===== src/rtl/nor2x_pkg.sv =====
package nor2x_pkg;

    typedef enum logic [1:0] {
        OP_PROG   = 2'b00,
        OP_ERASE  = 2'b01,
        OP_LOCK   = 2'b10,
        OP_UNLOCK = 2'b11
    } op_e;

    typedef enum logic [1:0] {
        RES_OK   = 2'b00,
        RES_BUSY = 2'b01,
        RES_PERM = 2'b10
    } res_e;

    typedef enum logic [3:0] {
        S_IDLE,
        S_CLR,
        S_SETUP,
        S_CONFIRM,
        S_POLL_CMD,
        S_POLL_RD,
        S_CHK_CMD,
        S_CHK_RD,
        S_ERR_CLR,
        S_RD_ARR,
        S_DONE
    } state_e;

    localparam int unsigned LANE_W = 16;

    localparam logic [LANE_W-1:0] CODE_STATUS   = 16'h0070;
    localparam logic [LANE_W-1:0] CODE_CLEAR    = 16'h0050;
    localparam logic [LANE_W-1:0] CODE_PROGRAM  = 16'h0040;
    localparam logic [LANE_W-1:0] CODE_ERASE    = 16'h0020;
    localparam logic [LANE_W-1:0] CODE_ERASE_GO = 16'h00D0;
    localparam logic [LANE_W-1:0] CODE_PROTECT  = 16'h0060;
    localparam logic [LANE_W-1:0] CODE_LOCK_GO  = 16'h0001;
    localparam logic [LANE_W-1:0] CODE_FREE_GO  = 16'h00D0;
    localparam logic [LANE_W-1:0] CODE_ARRAY    = 16'h00FF;

    localparam int unsigned BIT_READY  = 7;
    localparam int unsigned BIT_PGMERR = 4;
    localparam int unsigned BIT_LOCKED = 1;

endpackage


===== src/rtl/nor2x_lane_rep.sv =====
module nor2x_lane_rep
    import nor2x_pkg::*;
#(
    parameter int unsigned CHIPS = 2
) (
    input  logic [LANE_W-1:0]       code,
    output logic [CHIPS*LANE_W-1:0] word
);

    for (genvar g = 0; g < CHIPS; g++) begin : g_lane
        assign word[g*LANE_W +: LANE_W] = code;
    end

endmodule


===== src/rtl/nor2x_status_eval.sv =====
module nor2x_status_eval
    import nor2x_pkg::*;
#(
    parameter int unsigned CHIPS = 2
) (
    input  logic [CHIPS*LANE_W-1:0] word,
    output logic                    all_ready,
    output logic                    any_fault
);

    logic [CHIPS-1:0] lane_rdy;
    logic [CHIPS-1:0] lane_flt;

    for (genvar g = 0; g < CHIPS; g++) begin : g_lane
        assign lane_rdy[g] = word[g*LANE_W + BIT_READY];
        assign lane_flt[g] = word[g*LANE_W + BIT_PGMERR] | word[g*LANE_W + BIT_LOCKED];
    end

    assign all_ready = &lane_rdy;
    assign any_fault = |lane_flt;

endmodule


===== src/rtl/nor2x_retry_ctr.sv =====
module nor2x_retry_ctr #(
    parameter int unsigned CNT_W = 22
) (
    input  logic             clk,
    input  logic             rst_n,
    input  logic             clear,
    input  logic             incr,
    input  logic [CNT_W-1:0] limit,
    output logic             last
);

    logic [CNT_W-1:0] cnt_q;

    always_ff @(posedge clk or negedge rst_n) begin
        if (!rst_n) begin
            cnt_q <= '0;
        end else if (clear) begin
            cnt_q <= '0;
        end else if (incr) begin
            cnt_q <= cnt_q + 1'b1;
        end
    end

    assign last = (cnt_q == limit - 1'b1);


    ctr_budget_chk: assert property (@(posedge clk) disable iff (!rst_n)
        incr |-> (cnt_q < limit - 1'b1));

endmodule


===== src/rtl/nor2x_op_seq.sv =====
module nor2x_op_seq
    import nor2x_pkg::*;
#(
    parameter int unsigned ADDR_W        = 24,
    parameter int unsigned CNT_W         = 22,
    parameter int unsigned PROG_RETRIES  = 1000,
    parameter int unsigned ERASE_RETRIES = 3000000,
    parameter int unsigned LOCK_RETRIES  = 1000
) (
    input  logic              clk,
    input  logic              rst_n,
    input  logic              req_valid,
    input  logic [1:0]        req_op,
    input  logic [ADDR_W-1:0] req_addr,
    input  logic [31:0]       req_data,
    output logic              busy,
    output logic              done,
    output logic [1:0]        result,
    output logic              bus_req,
    output logic              bus_we,
    output logic [ADDR_W-1:0] bus_addr,
    output logic [31:0]       bus_wdata,
    input  logic [31:0]       bus_rdata,
    input  logic              bus_ack
);

    localparam int unsigned CHIPS  = 2;
    localparam int unsigned DATA_W = CHIPS * LANE_W;
    localparam logic [CNT_W-1:0] LIM_PROG  = CNT_W'(PROG_RETRIES);
    localparam logic [CNT_W-1:0] LIM_ERASE = CNT_W'(ERASE_RETRIES);
    localparam logic [CNT_W-1:0] LIM_LOCK  = CNT_W'(LOCK_RETRIES);

    state_e            state_q, state_d;
    op_e               op_q;
    logic [ADDR_W-1:0] addr_q;
    logic [DATA_W-1:0] data_q;
    res_e              res_q;

    logic [LANE_W-1:0] code;
    logic [DATA_W-1:0] rep_word;
    logic              all_ready, any_fault;
    logic              ctr_clear, ctr_incr, ctr_last;
    logic [CNT_W-1:0]  limit;
    logic              data_phase;

    nor2x_lane_rep #(.CHIPS(CHIPS)) u_rep (
        .code (code),
        .word (rep_word)
    );

    nor2x_status_eval #(.CHIPS(CHIPS)) u_stat (
        .word      (bus_rdata),
        .all_ready (all_ready),
        .any_fault (any_fault)
    );

    always_comb begin
        unique case (op_q)
            OP_PROG:  limit = LIM_PROG;
            OP_ERASE: limit = LIM_ERASE;
            default:  limit = LIM_LOCK;
        endcase
    end

    assign ctr_clear = (state_q == S_CONFIRM) && bus_ack;
    assign ctr_incr  = (state_q == S_POLL_RD) && bus_ack && !all_ready && !ctr_last;

    nor2x_retry_ctr #(.CNT_W(CNT_W)) u_ctr (
        .clk   (clk),
        .rst_n (rst_n),
        .clear (ctr_clear),
        .incr  (ctr_incr),
        .limit (limit),
        .last  (ctr_last)
    );

    // Next-state logic
    always_comb begin
        state_d = state_q;
        unique case (state_q)
            S_IDLE:     if (req_valid) state_d = S_CLR;
            S_CLR:      if (bus_ack) state_d = S_SETUP;
            S_SETUP:    if (bus_ack) state_d = S_CONFIRM;
            S_CONFIRM:  if (bus_ack) state_d = S_POLL_CMD;
            S_POLL_CMD: if (bus_ack) state_d = S_POLL_RD;
            S_POLL_RD: begin
                if (bus_ack) begin
                    if (all_ready)
                        state_d = (op_q == OP_PROG) ? S_CHK_CMD : S_RD_ARR;
                    else if (ctr_last)
                        state_d = S_RD_ARR;
                    else
                        state_d = S_POLL_CMD;
                end
            end
            S_CHK_CMD:  if (bus_ack) state_d = S_CHK_RD;
            S_CHK_RD:   if (bus_ack) state_d = any_fault ? S_ERR_CLR : S_RD_ARR;
            S_ERR_CLR:  if (bus_ack) state_d = S_RD_ARR;
            S_RD_ARR:   if (bus_ack) state_d = S_DONE;
            S_DONE:     state_d = S_IDLE;
            default:    state_d = S_IDLE;
        endcase
    end

    // State and context registers
    always_ff @(posedge clk or negedge rst_n) begin
        if (!rst_n) begin
            state_q <= S_IDLE;
            op_q    <= OP_PROG;
            addr_q  <= '0;
            data_q  <= '0;
            res_q   <= RES_OK;
        end else begin
            state_q <= state_d;
            if (state_q == S_IDLE && req_valid) begin
                op_q   <= op_e'(req_op);
                addr_q <= req_addr;
                data_q <= req_data;
                res_q  <= RES_OK;
            end
            if (state_q == S_POLL_RD && bus_ack && !all_ready && ctr_last)
                res_q <= RES_BUSY;
            if (state_q == S_CHK_RD && bus_ack && any_fault)
                res_q <= RES_PERM;
        end
    end

    // Outputs
    always_comb begin
        bus_req    = 1'b0;
        bus_we     = 1'b1;
        code       = CODE_ARRAY;
        data_phase = 1'b0;
        unique case (state_q)
            S_IDLE, S_DONE: begin
                bus_req = 1'b0;
            end
            S_CLR, S_ERR_CLR: begin
                bus_req = 1'b1;
                code    = CODE_CLEAR;
            end
            S_SETUP: begin
                bus_req = 1'b1;
                unique case (op_q)
                    OP_PROG:  code = CODE_PROGRAM;
                    OP_ERASE: code = CODE_ERASE;
                    default:  code = CODE_PROTECT;
                endcase
            end
            S_CONFIRM: begin
                bus_req = 1'b1;
                unique case (op_q)
                    OP_PROG:   data_phase = 1'b1;
                    OP_ERASE:  code = CODE_ERASE_GO;
                    OP_LOCK:   code = CODE_LOCK_GO;
                    OP_UNLOCK: code = CODE_FREE_GO;
                    default:   code = CODE_FREE_GO;
                endcase
            end
            S_POLL_CMD, S_CHK_CMD: begin
                bus_req = 1'b1;
                code    = CODE_STATUS;
            end
            S_POLL_RD, S_CHK_RD: begin
                bus_req = 1'b1;
                bus_we  = 1'b0;
            end
            S_RD_ARR: begin
                bus_req = 1'b1;
                code    = CODE_ARRAY;
            end
            default: bus_req = 1'b0;
        endcase
    end

    assign bus_addr  = addr_q;
    assign bus_wdata = data_phase ? data_q : (bus_we ? rep_word : '0);
    assign busy      = (state_q != S_IDLE);
    assign done      = (state_q == S_DONE);
    assign result    = res_q;


    cmd_dup_chk: assert property (@(posedge clk) disable iff (!rst_n)
        (bus_req && bus_we && !(state_q == S_CONFIRM && op_q == OP_PROG))
            |-> (bus_wdata[31:16] == bus_wdata[15:0]));


    bus_hold_chk: assert property (@(posedge clk) disable iff (!rst_n)
        (bus_req && !bus_ack) |=> (bus_req && $stable(bus_we) && $stable(bus_addr)
                                   && $stable(bus_wdata)));


    done_pulse_chk: assert property (@(posedge clk) disable iff (!rst_n)
        done |=> !done);


    result_code_chk: assert property (@(posedge clk) disable iff (!rst_n)
        done |-> (result != 2'b11));


    last_cmd_chk: assert property (@(posedge clk) disable iff (!rst_n)
        done |-> $past(bus_req && bus_ack && bus_we && bus_wdata == {CHIPS{CODE_ARRAY}}));


    op_hold_chk: assert property (@(posedge clk) disable iff (!rst_n)
        busy |=> ($stable(op_q) && $stable(addr_q)));


    perm_prog_chk: assert property (@(posedge clk) disable iff (!rst_n)
        (done && result == RES_PERM) |-> (op_q == OP_PROG));

endmodule


===== config.mk =====
export PLATFORM = sky130hd
export DESIGN_NAME = nor2x_op_seq
export DESIGN_NICKNAME = d
export VERILOG_FILES = /design/src/rtl/nor2x_pkg.sv /design/src/rtl/nor2x_lane_rep.sv /design/src/rtl/nor2x_status_eval.sv /design/src/rtl/nor2x_retry_ctr.sv /design/src/rtl/nor2x_op_seq.sv
export SDC_FILE = /design/constraint.sdc
export NUM_CORES = 1
export LEC_CHECK = 0
export BUFFER_PORTS_ARGS = -buffer_cell sky130_fd_sc_hd__buf_2
export CAP_MARGIN = 0
export CORE_MARGIN = 2
export CORE_UTILIZATION = 45
export DETAILED_ROUTE_END_ITERATION = 8
export PLACE_DENSITY = 0.77
export SKIP_LAST_GASP = 1
export SLEW_MARGIN = 10
export SYNTH_ARGS = -nofsm -noshare
export SYNTH_HDL_FRONTEND = slang
export SYNTH_SLANG_ARGS = --single-unit

===== constraint.sdc =====
create_clock -name clk -period 2.03 [get_ports clk]
set_clock_uncertainty 0.05 [all_clocks]
set_input_delay 0.203 -clock clk [delete_from_list [all_inputs] [get_ports clk]]
set_output_delay 0.203 -clock clk [all_outputs]
set_load 0.02 [all_outputs]

==> key figures, run 1 <==
Clocking
  • Longest Clk Path Bufs: 2
  • CTS tree: done
  • Clk slew on worst S/H paths: 100 ps
  • Root buffer cell: clkbuf_8
  • CTS Buf Count: 9
  • Clock Sinks: 86
  • H-tree depth: 3
  • Clk_lat worst skew: between 300 and 400 ps

STA
  • Final Critical Period: 2110 ps
  • Final hold violations: 0
  • Final slew viol count: 0
  • Slew margin rel.: 0.446
  • Setup_tns: -1330 ps
  • Crit share post-route: 1.04
  • Max Clock Freq: 473 MHz
  • Final Setup Violations: 36
  • Unrepaired setup endpoints after global routing: true
  • Final Worst Setup Slack: -83.6 ps
  • Slew @ Worst Pin: slightly above 800 ps

Synthesis
  • Flop and latch count out of synthesis: 86
  • Post-synth EDFFs: 0
  • Ranking of synthesized cells by area: dfrtp_1 (50%), mux2_1 (12%), mux2_2 (3.1%)
  • Synth cell types: 58
  • Top post-synthesis cells by count: dfrtp_1 (86), mux2_1 (46), nand2_1 (33), nor2_1 (29), and3_1 (19)
  • Avg Inst Size Synth: 11.1 um^2
  • Synth Warn #: 0
  • Mapped Cells: ~390
  • Async SR Flop Fraction: 1.00
  • Synth Flop Type: dfrtp_1
  • Cell taking the most area after synthesis: dfrtp_1
  • Synthesized area: between 0.004 and 0.005 mm^2
  • Yosys top cell area share: 0.500
  • Syn_nets: approximately 480
  • Sequential cell area fraction in the yosys report: 0.500
  • Cell with the most instances after synthesis: dfrtp_1

Global route
  • Initial antenna violation count: 0
  • Largest net degree at the start of global routing: 41
  • Total GRT Usage: 0.241
  • First-pass GRT wire length: just under 20000 um
  • Vias in the first global route: approximately 4100
  • Total gr overflow: 0

Power
  • Lkg Pwr: 0.00311 uW
  • Net Sw Frac: 0.403
  • Net switching power figure: 3560 uW
  • PD cells: 1410 mW/mm^2
  • Worst VDD drop: 0.00132 V
  • Pwr Total: ~8800 uW
  • Flop pwr share: 0.315
  • P_int: 5280 uW
  • Clk pwr share: 0.144
  • Comb pwr share: 0.541

Routing
  • Drt drc: 0
  • Initial DRC Count: 293
  • Vias per cell: 5.38
  • Wirelength per Cell: 16.8 um
  • DR pass1 iterations: 4
  • DRT antenna net count: 0
  • DR vias: 3895
  • Overall routed net length: 12200 um

Worst setup path
  • Max FO, Critical Path: 7
  • Arrival time worst endpoint: around 1900 ps
  • Worst Setup End Kind: primary output
  • CP startpoint kind: flop
  • Req. time, crit path: between 1500 and 2000 ps
  • Setup CP Type: reg2out

Cells and area
  • FF/Latch Area: 0.00215 mm^2
  • Area delta synth->final: 45.3%
  • Final Net Count: roughly 680
  • Fill cells: 636
  • Fraction of layout cells with a size suffix above 1: 0.438
  • Multi-input gate area: 0.00215 mm^2
  • Post-layout util: 0.677

Die
  • Rows: 35
  • Full die area: 0.0104 mm^2
  • Core area: approximately 0.0092 mm^2
  • Die X: approximately 100 um
  • I/O pin count: about 160
  • Chip Height: ~100 um
  • Initial Utilization: 0.466

Run
  • Max Cap Viol: 0

Place
  • Gpl congestion: roughly 0.85
  • DP HPWL: between 7000 and 8000 um
  • Port bufs: 129

Outcome
  • Status: finished with violations
  • Failing checks: setup timing

Min path
  • Worst hold path class: in2reg
## state kept, by name, summed over array words and instances, names as in the netlist
name and flops:
bus_addr 24, data_q 32, state_q 4, op_q 2, result 2, u_ctr.cnt_q 22
## cell families (layout without fill, tap and decap cells)
logic type      count (synthesis)  in the layout  synth area share
flops                          86             86             0.500
fa+ha+maj                       1              1           0.00291
mux                            61             61             0.159
other cells                     0              1                 0
xor+xnor                       12             12            0.0244
buf+inv                        26            231            0.0326
simple gates                  146            146             0.196
compound gates                 56             57            0.0846
## cell usage in the layout, fill, tap and decap left out, types with 5 or more instances in the layout
master and n:
buf_2 112, nor2_1 26, buf_4 38, nand3_1 12, nor4_1 5, mux2_1 46
nand2_1 25, nand4_1 10, mux2_2 12, dfrtp_1 84, dlygate4sd3_1 29, xor2_1 11
buf_6 26, nand2_2 6, a21oi_1 10, clkbuf_8 9, a21o_1 10, and3_1 19
o21ai_0 10
## power by group through the flow
stage               Sequential (uW)  Clock [uW]  Combinational, uW
floorplan                      3020           0               2200
global placement               2730           0               3650
detailed placement             2770           0               3730
CTS                            2740        1300               4480
global route                   2870        1370               5110
finish                         2780        1280               4780
## routing by layer
metal | share of wire | global-route usage
met5 | 0 | 0
met4 | 0.027 | 0.0863
met3 | 0.069 | 0.0704
met2 | 0.50 | 0.407
met1 | 0.41 | 0.294
## final timing paths
path                                  from              to  slack, ps  cells past startpoint
setup / recovery                state_q[2]   bus_wdata[23]        -80                      6
hold / removal                req_addr[18]    bus_addr[18]         10                      2
setup reg to reg           u_ctr.cnt_q[15]  u_ctr.cnt_q[3]        -60                      6
hold reg to reg               bus_addr[22]    bus_addr[22]        440                      1
max in group asynchronous            rst_n      data_q[10]        980                      3
min in group asynchronous            rst_n    bus_addr[18]        320                      2
## stage by stage
step                      instance area, um^2  hold WS, ps  instances  worst slack (ps)
after CTS                                6110        0.729        719             -43.3
after global routing                     6250         6.77        723              -166
final                                    6250         10.7        724             -83.6
after global placement                   5270          170        654              54.3
after detailed placement                 5270          180        654             -30.9
after floorplan                          4300         -143        388              26.2
## cell type report
cell class | instances | share of cell area
inverters | 4 | 0.00240
well taps | 129 | 0.0258
flip-flops and latches | 86 | 0.345
diodes | 1 | 0.000400
clock inverters | 7 | 0.0144
multi-input cells | 277 | 0.343
repair buffers | 211 | 0.249
clock buffers | 9 | 0.0198
## what timing repair did
item,in CTS,in global routing
setup buffers,18,3
setup endpoints to repair,36,41
pin swaps,11,19
cloned,3,0
gates resized for setup,49,33
hold buffers,28,1
hold endpoints to repair,65,1
## critical path: stages (launching register included)
cell and delay, ps:
dfrtp_2 470, buf_6 140, nor4bb_4 300, and2_4 210
buf_6 120, a21o_1 150, buf_6 120
No activity file was read; power rests on OpenSTA's default activity.
==> run 2: changes to the inputs <==
--- a/config.mk
+++ b/config.mk
@@ -5,14 +5,16 @@
 export SDC_FILE = /design/constraint.sdc
 export NUM_CORES = 1
 export LEC_CHECK = 0
+export ABC_AREA = 1
 export BUFFER_PORTS_ARGS = -buffer_cell sky130_fd_sc_hd__buf_2
 export CAP_MARGIN = 0
 export CORE_MARGIN = 2
-export CORE_UTILIZATION = 45
+export CORE_UTILIZATION = 49
 export DETAILED_ROUTE_END_ITERATION = 8
-export PLACE_DENSITY = 0.77
+export PLACE_DENSITY = 0.78
 export SKIP_LAST_GASP = 1
 export SLEW_MARGIN = 10
 export SYNTH_ARGS = -nofsm -noshare
 export SYNTH_HDL_FRONTEND = slang
+export SYNTH_HIERARCHICAL = 1
 export SYNTH_SLANG_ARGS = --single-unit
==> key figures, run 2 <==
Synthesis
  • Mapped Cells: 823
  • Avg Inst Size Synth: 7.06 um^2
  • Synth Area in XOR/XNOR: 0.0271
  • Post-synthesis compound-gate area fraction: 0.0971
  • Synth Area in Adders: 0.00431
  • Synthesized area: 0.00581 mm^2
  • Sequential cell area fraction in the yosys report: 0.370
  • Top post-synthesis cells by count: nand2_1 (251), dfrtp_1 (86), inv_1 (81), nand3_1 (71), nor2_1 (63)
  • Post-synth EDFFs: 0
  • Largest family of logic cells by synthesized area: simple AND/OR/NAND/NOR gates
  • Flop and latch count out of synthesis: 86
  • Cell with the most instances after synthesis: nand2_1
  • Simple-gate share of the synthesized area: 0.365
  • Yosys top cell area share: 0.370
  • Synth Warn #: 6
  • Mux cell area share after synthesis: 0
  • Async SR Flop Fraction: 1.00
  • Ranking of synthesized cells by area: dfrtp_1 (37%), nand2_1 (16%), nand3_1 (6.1%)
  • Synth cell types: 43
  • Cell taking the most area after synthesis: dfrtp_1
  • Synth Flop Type: dfrtp_1

Cells and area
  • Final Net Count: 1165
  • Largest register FFs: 32
  • Largest Register: data_q
  • Area delta synth->final: 47.8%
  • Fin area: about 0.0086 mm^2
  • N_diodes: 0
  • Fraction of layout cells with a size suffix above 1: 0.352
  • Most frequent cells in the layout: nand2_1 (241), buf_2 (95), buf_4 (86)
  • Fill cells: 738
  • Most common cell after layout, fill and taps aside: nand2_1

Global route
  • Initial antenna violation count: 0
  • First-pass GRT wire length: 30500 um
  • Total gr overflow: 0
  • Vias in the first global route: 6322
  • Total GRT Usage: 0.298
  • Largest net degree at the start of global routing: 57

STA
  • Unrepaired setup endpoints after global routing: true
  • Final hold violations: 0
  • Final Worst Setup Slack: -1130 ps
  • Final Critical Period: about 3200 ps
  • Final Setup Violations: 78
  • Slew @ Worst Pin: 540 ps
  • Setup_tns: -30230 ps
  • Slew margin rel.: 0.640
  • Crit share post-route: 1.56
  • Final slew viol count: 0
  • Max Clock Freq: around 320 MHz
  • Tightest hold margin: 9.67 ps

Place
  • Post-placement worst setup slack: -1050 ps
  • DP HPWL: 11000 um
  • Gpl congestion: 0.919
  • Port bufs: 129
  • Post-DP Area: 0.00697 mm^2

Clocking
  • CTS tree: done
  • Longest Clk Path Bufs: 2
  • Root buffer cell: clkbuf_16
  • Clock Sinks: 86
  • CTS Buf Count: 9
  • Clk_lat worst skew: 330 ps
  • Clk slew on worst S/H paths: 60 ps
  • H-tree depth: 3

Routing
  • DR vias: 7043
  • Drt drc: 5
  • DRT antenna net count: 0
  • Wirelength per Cell: approximately 20 um
  • Initial DRC Count: between 1000 and 1500
  • DR pass1 iterations: 9
  • Overall routed net length: between 20000 and 25000 um
  • Vias per cell: 5.79

Power
  • Net Sw Frac: 0.483
  • Flop pwr share: 0.212
  • P_int: 6950 uW
  • Clk pwr share: 0.132
  • PD cells: about 1600 mW/mm^2
  • Net switching power figure: 6490 uW
  • Comb pwr share: 0.655
  • Worst VDD drop: 0.000984 V
  • Lkg Pwr: 0.00445 uW

Die
  • Chip Height: between 100 and 150 um
  • Rows: 39
  • I/O pin count: roughly 160
  • Initial Utilization: 0.504
  • Core area: between 0.01 and 0.015 mm^2
  • Full die area: 0.0127 mm^2
  • Die X: 113 um

Worst setup path
  • Crit path top cell by count: nor2_4
  • Max FO, Critical Path: 8
  • CP startpoint kind: flop
  • Arrival time worst endpoint: approximately 3300 ps
  • CP top delay family: simple AND/OR/NAND/NOR gates
  • CP Buf/Inv Count: 2
  • Slowest CP cell: dfrtp_1
  • Req. time, crit path: 2200 ps
  • WP depth: 21
  • Max stage delay on crit path: 410 ps
  • Worst Setup End Kind: flop
  • Cell chain of the critical path: nor2_4, clkinvlp_4, buf_12, nor2_4, nand3_2, xnor2_1, nand3_1, nor2_1, nand3_1, nor3_2, or2_4, nor4_4, nor2_4, nor2_4, nand3_4, nor2_4, nand2_2, nor3_4, nand2_2, nor2_1, nor2_1
  • Setup CP Type: reg2reg
  • Reg2reg path depth: 21

Min path
  • Worst hold path class: in2reg
  • WHS Path Cells: 3

Outcome
  • Status: finished with violations
  • Failing checks: DRC, setup timing

Run
  • Max Cap Viol: 0
-- run 2: cell type report --
| cell class | instances | area, um^2 | area share |
|---|---|---|---|
| clock buffer | 10 | 229 | 0.0267 |
| inverter | 89 | 348 | 0.0405 |
| sequential | 86 | 2160 | 0.251 |
| timing repair buffer | 243 | 2000 | 0.233 |
| multi-input combinational | 640 | 3590 | 0.418 |
| tap | 143 | 179 | 0.0208 |
| clock inverter | 5 | 83.8 | 0.00976 |
-- run 2: repair_timing --
action | CTS | global route
gates resized for setup | 151 | 74
pin swaps | 30 | 24
setup endpoints to repair | 59 | 66
endpoints found under the hold margin | 37 | 0
cloned | 8 | 2
buffers inserted | 29 | 16
hold buffers | 1 | 0
-- run 2: power by group through the flow --
stage | sequential, uW | combinational [uW] | clock (uW)
2_1_floorplan | 3020 | 3910 | 0
3_3_place_gp | 2770 | 5460 | 0
3_5_place_dp | 2780 | 5560 | 0
4_1_cts | 2750 | 7050 | 1770
5_1_grt | 2900 | 9260 | 1860
6_report | 2850 | 8800 | 1780
-- run 2: cells by family after synthesis --
| kind of cell | after synthesis |
|---|---|
| XOR/XNOR | 18 |
| adder cells (fa/ha/maj) | 2 |
| flip-flops | 86 |
| other | 2 |
| AND/OR/NAND/NOR | 460 |
| AO/OA/AOI/OAI | 105 |
| buffers and inverters | 150 |
-- run 2: through the flow --
step / power, uW / util / std cells
global placement: 8240 / 0.605 / 1152
detailed placement: 8340 / 0.605 / 1152
finish: 13400 / 0.746 / 1216
CTS: 11600 / 0.712 / 1205
floorplan: 6930 / - / 875
global route: 14000 / 0.746 / 1216
-- run 2: worst min-delay path: stages --
cell	delay [ps]
buf_2	70
nand2_1	40
nand2_1	40
-- run 2: path summary, 6_finish.rpt --
path	endpoint	slack [ps]	startpoint
max in group asynchronous	data_q[25]	890	rst_n
setup / recovery	u_ctr/cnt_q[16]	-1130	op_q[1]
setup reg to reg	u_ctr/cnt_q[16]	-1130	op_q[1]
min in group asynchronous	data_q[12]	350	rst_n
hold / removal	bus_addr[8]	10	req_addr[8]
hold reg to reg	bus_addr[4]	430	bus_addr[4]
-- run 2: routing by layer --
layer	vias up	global-route usage	wire, um
met5	-	0	0
met4	0	0.155	2280
met3	224	0.0600	2880
met2	630	0.496	10900
met1	3160	0.367	8250
li1	3029	-	-
